--- src/rtl/dwd_pkg.sv ---
package dwd_pkg;
  localparam int unsigned ADDR_W   = 32;
  localparam int unsigned REG_W    = 32;
  localparam int unsigned PAGE_LSB = 16;
  localparam int unsigned PAGE_W   = ADDR_W - PAGE_LSB;
  localparam int unsigned ATTR_LSB = 8;
  localparam int unsigned ATTR_W   = 4;
  localparam int unsigned ACC_LSB  = 16;
  localparam int unsigned ACC_W    = 2;
  localparam int unsigned ACC_RD   = 0;
  localparam int unsigned ACC_WR   = 1;
  localparam int unsigned OVR_EN   = 0;

  typedef enum int unsigned {
    RA_CTRL = 0,
    RA_OVR  = 1,
    RA_WIN0 = 2
  } reg_idx_e;

  typedef struct packed {
    logic hit;
    logic miss;
    logic err;
  } rsp_flags_t;
endpackage

--- src/rtl/dwd_regs.sv ---
module dwd_regs
  import dwd_pkg::*;
#(
  parameter int unsigned N_WIN  = 4,
  parameter int unsigned REG_AW = 4
) (
  input  logic                             clk_i,
  input  logic                             rst_ni,
  input  logic                             wr_i,
  input  logic [REG_AW-1:0]                addr_i,
  input  logic [REG_W-1:0]                 wdata_i,
  output logic [REG_W-1:0]                 rdata_o,
  output logic [N_WIN-1:0]                 en_o,
  output logic [N_WIN-1:0][ACC_W-1:0]      acc_o,
  output logic [N_WIN-1:0][PAGE_W-1:0]     base_o,
  output logic [N_WIN-1:0][PAGE_W-1:0]     mask_o,
  output logic [N_WIN-1:0][ATTR_W-1:0]     attr_o,
  output logic                             ovr_en_o,
  output logic [PAGE_W-1:0]                ovr_page_o
);
  localparam int unsigned N_REGS = RA_WIN0 + 2 * N_WIN;

  logic [N_WIN-1:0]             en_q;
  logic [N_WIN-1:0][ACC_W-1:0]  acc_q;
  logic [N_WIN-1:0][PAGE_W-1:0] base_q;
  logic [N_WIN-1:0][PAGE_W-1:0] mask_q;
  logic [N_WIN-1:0][ATTR_W-1:0] attr_q;
  logic                         ovr_en_q;
  logic [PAGE_W-1:0]            ovr_page_q;

  logic ctrl_we, ovr_we;
  assign ctrl_we = wr_i && (addr_i == REG_AW'(RA_CTRL));
  assign ovr_we  = wr_i && (addr_i == REG_AW'(RA_OVR));

  always_ff @(posedge clk_i or negedge rst_ni) begin
    if (!rst_ni) begin
      en_q  <= '0;
      acc_q <= '0;
    end else if (ctrl_we) begin
      en_q <= wdata_i[N_WIN-1:0];
      for (int i = 0; i < N_WIN; i++)
        acc_q[i] <= wdata_i[ACC_LSB + ACC_W*i +: ACC_W];
    end
  end

  always_ff @(posedge clk_i or negedge rst_ni) begin
    if (!rst_ni) begin
      ovr_en_q   <= 1'b0;
      ovr_page_q <= '0;
    end else if (ovr_we) begin
      ovr_en_q   <= wdata_i[OVR_EN];
      ovr_page_q <= wdata_i[REG_W-1 -: PAGE_W];
    end
  end

  for (genvar g = 0; g < N_WIN; g++) begin : g_win
    logic base_we, mask_we;
    assign base_we = wr_i && (addr_i == REG_AW'(RA_WIN0 + 2*g));
    assign mask_we = wr_i && (addr_i == REG_AW'(RA_WIN0 + 2*g + 1));

    always_ff @(posedge clk_i or negedge rst_ni) begin
      if (!rst_ni) begin
        base_q[g] <= '0;
        attr_q[g] <= '0;
      end else if (base_we) begin
        base_q[g] <= wdata_i[REG_W-1 -: PAGE_W];
        attr_q[g] <= wdata_i[ATTR_LSB +: ATTR_W];
      end
    end

    always_ff @(posedge clk_i or negedge rst_ni) begin
      if (!rst_ni)      mask_q[g] <= '0;
      else if (mask_we) mask_q[g] <= wdata_i[REG_W-1 -: PAGE_W];
    end
  end

  always_comb begin
    rdata_o = '0;
    if (addr_i == REG_AW'(RA_CTRL)) begin
      rdata_o[N_WIN-1:0] = en_q;
      for (int i = 0; i < N_WIN; i++)
        rdata_o[ACC_LSB + ACC_W*i +: ACC_W] = acc_q[i];
    end
    if (addr_i == REG_AW'(RA_OVR)) begin
      rdata_o[REG_W-1 -: PAGE_W] = ovr_page_q;
      rdata_o[OVR_EN]            = ovr_en_q;
    end
    for (int i = 0; i < N_WIN; i++) begin
      if (addr_i == REG_AW'(RA_WIN0 + 2*i)) begin
        rdata_o[REG_W-1 -: PAGE_W]   = base_q[i];
        rdata_o[ATTR_LSB +: ATTR_W]  = attr_q[i];
      end
      if (addr_i == REG_AW'(RA_WIN0 + 2*i + 1))
        rdata_o[REG_W-1 -: PAGE_W] = mask_q[i];
    end
  end

  logic unused_wdata;
  assign unused_wdata = ^wdata_i;

  assign en_o       = en_q;
  assign acc_o      = acc_q;
  assign base_o     = base_q;
  assign mask_o     = mask_q;
  assign attr_o     = attr_q;
  assign ovr_en_o   = ovr_en_q;
  assign ovr_page_o = ovr_page_q;

  a_r2_ctrl_store: assert property (@(posedge clk_i) disable iff (!rst_ni)
    ctrl_we |=> en_q == $past(wdata_i[N_WIN-1:0]));

  a_r2_ovr_store: assert property (@(posedge clk_i) disable iff (!rst_ni)
    ovr_we |=> ovr_page_q == $past(wdata_i[REG_W-1 -: PAGE_W]));

  a_r11_unmapped_wr: assert property (@(posedge clk_i) disable iff (!rst_ni)
    (wr_i && (int'(addr_i) >= N_REGS)) |=>
      ($stable(en_q) && $stable(acc_q) && $stable(base_q) && $stable(mask_q) &&
       $stable(attr_q) && $stable(ovr_en_q) && $stable(ovr_page_q)));

  a_r11_unmapped_rd: assert property (@(posedge clk_i) disable iff (!rst_ni)
    (int'(addr_i) >= N_REGS) |-> rdata_o == '0);
endmodule

--- src/rtl/dwd_win_match.sv ---
module dwd_win_match
  import dwd_pkg::*;
#(
  parameter int unsigned N_WIN = 4
) (
  input  logic [N_WIN-1:0]             en_i,
  input  logic [N_WIN-1:0][PAGE_W-1:0] base_i,
  input  logic [N_WIN-1:0][PAGE_W-1:0] mask_i,
  input  logic [PAGE_W-1:0]            page_i,
  output logic [N_WIN-1:0]             hit_o
);
  for (genvar g = 0; g < N_WIN; g++) begin : g_cmp
    // mask bit set = don't care
    assign hit_o[g] = en_i[g] &&
                      ((page_i & ~mask_i[g]) == (base_i[g] & ~mask_i[g]));
  end
endmodule

--- src/rtl/dwd_lowest_pick.sv ---
module dwd_lowest_pick #(
  parameter int unsigned N  = 4,
  parameter int unsigned IW = (N > 1) ? $clog2(N) : 1
) (
  input  logic [N-1:0]  req_i,
  output logic [N-1:0]  gnt_o,
  output logic [IW-1:0] idx_o
);
  logic found;

  always_comb begin
    gnt_o = '0;
    idx_o = '0;
    found = 1'b0;
    for (int i = 0; i < N; i++) begin
      if (req_i[i] && !found) begin
        gnt_o[i] = 1'b1;
        idx_o    = IW'(i);
        found    = 1'b1;
      end
    end
  end
endmodule

--- src/rtl/dma_win_decode.sv ---
module dma_win_decode
  import dwd_pkg::*;
#(
  parameter int unsigned N_WIN  = 4,
  parameter int unsigned REG_AW = 4,
  localparam int unsigned WIN_IW = (N_WIN > 1) ? $clog2(N_WIN) : 1
) (
  input  logic              clk_i,
  input  logic              rst_ni,
  input  logic              reg_wr_i,
  input  logic [REG_AW-1:0] reg_addr_i,
  input  logic [REG_W-1:0]  reg_wdata_i,
  output logic [REG_W-1:0]  reg_rdata_o,
  input  logic              req_valid_i,
  input  logic              req_write_i,
  input  logic [ADDR_W-1:0] req_addr_i,
  output logic              rsp_valid_o,
  output logic              rsp_hit_o,
  output logic              rsp_miss_o,
  output logic              rsp_err_o,
  output logic [WIN_IW-1:0] rsp_win_o,
  output logic [ATTR_W-1:0] rsp_attr_o
);
  logic [N_WIN-1:0]             en;
  logic [N_WIN-1:0][ACC_W-1:0]  acc;
  logic [N_WIN-1:0][PAGE_W-1:0] base, mask;
  logic [N_WIN-1:0][ATTR_W-1:0] attr;
  logic                         ovr_en;
  logic [PAGE_W-1:0]            ovr_page, page;
  logic [N_WIN-1:0]             match, gnt;
  logic [WIN_IW-1:0]            idx;
  logic [ACC_W-1:0]             acc_sel;
  logic                         any, perm_ok;
  rsp_flags_t                   flags_d, flags_q;
  logic                         valid_q;
  logic [WIN_IW-1:0]            win_q;
  logic [ATTR_W-1:0]            attr_q;
  logic                         unused_low;

  dwd_regs #(.N_WIN(N_WIN), .REG_AW(REG_AW)) u_regs (
    .clk_i      (clk_i),
    .rst_ni     (rst_ni),
    .wr_i       (reg_wr_i),
    .addr_i     (reg_addr_i),
    .wdata_i    (reg_wdata_i),
    .rdata_o    (reg_rdata_o),
    .en_o       (en),
    .acc_o      (acc),
    .base_o     (base),
    .mask_o     (mask),
    .attr_o     (attr),
    .ovr_en_o   (ovr_en),
    .ovr_page_o (ovr_page)
  );

  assign page       = ovr_en ? ovr_page : req_addr_i[ADDR_W-1 -: PAGE_W];
  assign unused_low = ^req_addr_i[PAGE_LSB-1:0];

  dwd_win_match #(.N_WIN(N_WIN)) u_match (
    .en_i   (en),
    .base_i (base),
    .mask_i (mask),
    .page_i (page),
    .hit_o  (match)
  );

  dwd_lowest_pick #(.N(N_WIN), .IW(WIN_IW)) u_pick (
    .req_i (match),
    .gnt_o (gnt),
    .idx_o (idx)
  );

  // permission is judged on the winner only; no fall-through
  assign any     = |match;
  assign acc_sel = acc[idx];
  assign perm_ok = req_write_i ? acc_sel[ACC_WR] : acc_sel[ACC_RD];

  always_comb begin
    flags_d.hit  = any &&  perm_ok;
    flags_d.err  = any && !perm_ok;
    flags_d.miss = !any;
  end

  always_ff @(posedge clk_i or negedge rst_ni) begin
    if (!rst_ni) begin
      valid_q <= 1'b0;
      flags_q <= '0;
      win_q   <= '0;
      attr_q  <= '0;
    end else begin
      valid_q <= req_valid_i;
      flags_q <= req_valid_i ? flags_d : '0;
      win_q   <= (req_valid_i && any) ? idx : '0;
      attr_q  <= (req_valid_i && flags_d.hit) ? attr[idx] : '0;
    end
  end

  assign rsp_valid_o = valid_q;
  assign rsp_hit_o   = flags_q.hit;
  assign rsp_miss_o  = flags_q.miss;
  assign rsp_err_o   = flags_q.err;
  assign rsp_win_o   = win_q;
  assign rsp_attr_o  = attr_q;

  a_r10_latency: assert property (@(posedge clk_i) disable iff (!rst_ni)
    req_valid_i |=> rsp_valid_o);

  a_r10_no_spurious: assert property (@(posedge clk_i) disable iff (!rst_ni)
    !req_valid_i |=> !rsp_valid_o && !rsp_hit_o && !rsp_miss_o && !rsp_err_o);

  a_r10_one_flag: assert property (@(posedge clk_i) disable iff (!rst_ni)
    rsp_valid_o |-> $countones({rsp_hit_o, rsp_miss_o, rsp_err_o}) == 1);

  a_r5_gnt_onehot: assert property (@(posedge clk_i) disable iff (!rst_ni)
    $onehot0(gnt) && ((gnt & ~match) == '0));

  a_r5_lowest: assert property (@(posedge clk_i) disable iff (!rst_ni)
    (|gnt) |-> (((gnt - N_WIN'(1)) & match) == '0));

  a_r6_miss_clear: assert property (@(posedge clk_i) disable iff (!rst_ni)
    rsp_miss_o |-> (rsp_win_o == '0) && (rsp_attr_o == '0));

  a_r7_err_no_attr: assert property (@(posedge clk_i) disable iff (!rst_ni)
    rsp_err_o |-> rsp_attr_o == '0);
endmodule

--- config.mk ---
export PLATFORM = sky130hd
export DESIGN_NAME = dma_win_decode
export DESIGN_NICKNAME = d
export VERILOG_FILES = /design/src/rtl/dwd_pkg.sv /design/src/rtl/dwd_regs.sv /design/src/rtl/dwd_win_match.sv /design/src/rtl/dwd_lowest_pick.sv /design/src/rtl/dma_win_decode.sv
export SDC_FILE = /design/constraint.sdc
export NUM_CORES = 1
export LEC_CHECK = 0
export BUFFER_PORTS_ARGS = -buffer_cell sky130_fd_sc_hd__buf_2
export CAP_MARGIN = 10
export CORE_UTILIZATION = 30
export CTS_CLUSTER_DIAMETER = 150
export DETAILED_ROUTE_END_ITERATION = 8
export MAX_ROUTING_LAYER = met4
export PLACE_DENSITY = 0.56
export SETUP_SLACK_MARGIN = 0.05
export SLEW_MARGIN = 0
export SYNTH_ARGS = -nofsm -noshare
export SYNTH_HDL_FRONTEND = slang
export SYNTH_SLANG_ARGS = --single-unit
export TNS_END_PERCENT = 10
--- constraint.sdc ---
create_clock -name clk_i -period 2.9 [get_ports clk_i]
set_input_delay 0.29 -clock clk_i [delete_from_list [all_inputs] [get_ports clk_i]]
set_output_delay 0.29 -clock clk_i [all_outputs]
set_load 0.02 [all_outputs]
==> metrics.md <==
| Metric | Value |
|---|---|
| Die W | `177 um` |
| Vias in the first global route | `6,795` |
| # clock sinks | `183` |
| Max Transition Viols Final | `0` |
| Mapped cell area | `between 9000 and 10,000 um2` |
| Die Y | `between 150 and 200 um` |
| Root Driver | `clkbuf_16` |
| GRT Util Overall | `between 10% and 20%` |
| Final net count | `between 900 and 1,000` |
| Worst hold path class | `in2reg` |
| Psw | `between 2 and 3 mW` |
| Failing checks | `setup timing` |
| Drt first pass iters | `6` |
| Worst skew pair latency | `0.45 ns` |
| Sequential area share after synthesis | `about half` |
| Fillers | `2,919` |
| Critical Path AT | `3.49 ns` |
| Vias/cell | `5.26` |
| Met3 WL post-DR | `1.34 mm` |
| Initial Util | `~31%` |
| DRC | `0` |
| Leakage | `approximately 5.0 nW` |
| TritonCTS clock tree | `built` |
| Setup WS post-layout | `-0.253 ns` |
| Drt initial violations | `461` |
| Fin crit share | `109%` |
| # IOs | `115` |
| Core ar. | `30,000 um2` |
| Relative slew margins | `between 40% and 50%` |
| Top Metal Used | `met4` |
| Critical Path RT | `3.24 ns` |
| Crit. End Element | `flip-flop` |
| Drt wl/cell | `between 20 and 25 um` |
| Clock power share | `27.8%` |
| Final Hold Fails | `0` |
| M1 WL | `13.0 mm` |
| Pwr per Cell Area | `724 nW/um2` |
| Via Count | `6,647` |
| Setup Skew | `0.0105 ns` |
| Routability congestion estimate | `~0.85` |
| Initial antenna violation count | `1` |
| WS Path Type | `reg2reg` |
| Most used flip-flop cell after synthesis | `dfrtp_1` |
| Final wirelength | `28.5 mm` |
| First-pass GRT wire length | `42.8 mm` |
| Comb pwr share | `27.5%` |
| Max cap viols | `0` |
| Multi-input gate area | `~4600 um2` |
| DP HPWL | `19.4 mm` |
| Die Outline Area | `between 30,000 and 40,000 um2` |
| Row count | `63` |
| Startpoint types | `flip-flop` |
| H-Tree Depth | `4` |
| Max clock buf depth | `2` |
| Register share of total power | `44.6%` |
| Post-synth EDFFs | `0` |
| Cells after synthesis | `between 700 and 800` |
| R2r worst-path depth | `13` |
| RSZ-0062 raised after global routing | `true` |
| Final setup viols | `7` |
| Crit path max fanout | `9` |
| Ys async rst share | `100%` |
| Met2 WL post-DR | `between 10 and 15 mm` |
| Layout area overhead | `22.1%` |
| Distinct cells, synth | `47` |
| Synthesized area per cell | `around 13 um2` |
| Final worst path period need | `~3.2 ns` |
| Fin Setup TNS | `-1.38 ns` |
| Max Fclk | `0.317 GHz` |
| Post-route ant nets | `0` |
| Switching share of power | `between 30% and 40%` |
| #FFs+latches synth | `between 150 and 200` |
| Least-Margin Pin Slew | `0.751 ns` |
| Num CTS Buffers | `17` |
| Internal | `between 5 and 6 mW` |
| Peak supply drop | `~420 uV` |
| Status | `complete, but fails checks` |
| Fraction of layout cells with a size suffix above 1 | `approximately 45%` |
| Worst Hold Depth | `2` |
| Pin count of the biggest net entering global routing | `119` |
| Clock-pin slew on the worst setup and hold paths | `0.07 ns` |
| Pwr Total | `8.16 mW` |
| Total grt overflow | `0` |
| PortBufs | `82` |
| Worst hold slack | `0.0741 ns` |
| Register area | `4580 um2` |
| Yosys warns | `0` |
[metal layers]
layer,global-route usage (%),vias to the layer above
met2,29.7,190
met4,7.05,0
met1,25.8,3449
met3,2.63,42
li1,-,2966
met5,-,-
[Yosys cell counts, types with 2 or more instances]
library cell,number,share of area (%)
nor4_1,4,0.27
a221oi_1,13,1.2
nand2b_1,4,0.27
mux2i_4,4,0.98
mux2_2,177,22
dfrtp_1,183,50
clkbuf_1,30,1.2
buf_4,8,0.65
o22ai_1,24,1.6
a22oi_1,9,0.73
mux2i_1,31,3.4
a222oi_1,19,2.1
nand3_1,14,0.76
nor2_1,22,0.90
o221ai_1,2,0.19
xor2_1,63,6.0
a221o_1,3,0.33
o22a_1,2,0.19
nand2_1,43,1.7
o21ai_0,16,0.87
inv_1,2,0.081
buf_1,9,0.37
mux2i_2,6,0.90
and2_1,4,0.27
a21oi_1,4,0.22
buf_6,2,0.24
nor3_1,12,0.65
a31oi_1,4,0.27
[sequential cells by signal (all words and copies together) (netlist names)]
signal	flops
u_regs.acc_o	8
rsp_win_o	2
rsp_miss_o	1
rsp_err_o	1
u_regs.base_o	64
u_regs.ovr_en_o	1
u_regs.attr_o	16
u_regs.en_o	4
rsp_attr_o	4
rsp_valid_o	1
u_regs.ovr_page_o	16
u_regs.mask_o	64
rsp_hit_o	1
[placed cells by master, fill, tap and decap left out, types with 5 or more instances in the layout]
cell and count:
dfrtp_1 183, mux2_2 177, buf_2 81, xor2_1 63, buf_4 57, nand2_1 42, mux2i_1 28, o22ai_1 24
nor2_1 22, a222oi_1 19, clkbuf_16 17, o21ai_0 16, nand3_1 13, a221oi_1 13, a22oi_1 9, buf_12 9
conb_1 8, nor3_2 7, mux2i_4 7, mux2i_2 6, inv_6 6, nor3_1 5
[final timing paths]
check | start | to | slack [ns]
min in group asynchronous | rst_ni | u_regs.en_o[2]$_DFFE_PN0P_ | 0.27
worst min register to register | u_regs.mask_o[9]$_DFFE_PN0P_ | u_regs.mask_o[9]$_DFFE_PN0P_ | 0.53
max in group asynchronous | rst_ni | u_regs.mask_o[4]$_DFFE_PN0P_ | 1.68
worst min-delay path | reg_wdata_i[2] | u_regs.en_o[2]$_DFFE_PN0P_ | 0.07
worst max register to register | u_regs.ovr_en_o$_DFFE_PN0P_ | rsp_err_o$_DFF_PN0_ | -0.25
worst max-delay path | u_regs.ovr_en_o$_DFFE_PN0P_ | rsp_err_o$_DFF_PN0_ | -0.25
[kinds of logic after synthesis]
kind of cell    share of synthesized area [%]
mux                                      26.8
flops                                    49.6
simple gates                             5.93
compound gates                           8.71
xor+xnor                                 6.08
buf+inv                                  2.78
other cells                            0.0406
[layout make-up]
class / instances / share of cell area (%)
multi-input cells: 505 / 40.5
flip-flops and latches: 183 / 40.6
clock buffers: 19 / 3.93
clock inverters: 12 / 1.03
repair buffers: 152 / 9.50
diodes: 1 / 0.0222
inverters: 2 / 0.0666
well taps: 390 / 4.33
[repair_timing]
item                                    4_1_cts  5_1_grt
hold buffers                                  2        0
endpoints found under the setup margin        8        9
pin swaps                                     3        4
resized for setup                            11        9
hold endpoints to repair                     20        0
buffers inserted                              1        1
[metrics by stage]
step                      area, um2  worst slack, ns  util (%)  cells
after global placement        10600           -0.405      35.2   1228
final                         11300           -0.253      37.6   1264
after detailed placement      10600           -0.433      35.2   1228
after global routing          11300           -0.424      37.6   1264
after CTS                     11200           -0.283      37.4   1262
after floorplan                9250            0.154         -    740
[power by group through the flow]
stage / clock [mW] / combinational (mW) / sequential [mW]
2_1_floorplan: 0 / 1.43 / 3.51
3_3_place_gp: 0 / 2.14 / 3.66
3_5_place_dp: 0 / 2.16 / 3.67
4_1_cts: 2.31 / 2.23 / 3.63
5_1_grt: 2.40 / 2.43 / 3.71
6_report: 2.27 / 2.25 / 3.64
[critical path, cell delays in order (launching register included)]
cell and delay [ns]:
dfrtp_1 0.39, buf_12 0.18, buf_12 0.12, mux2i_2 0.18
buf_4 0.16, xor2_1 0.22, o22ai_1 0.11, or4_4 0.53
nor4_4 0.27, buf_4 0.19, a21oi_4 0.04, mux2i_2 0.23
a32oi_4 0.20, and2b_1 0.20
Power figures use the tool's default switching activity.
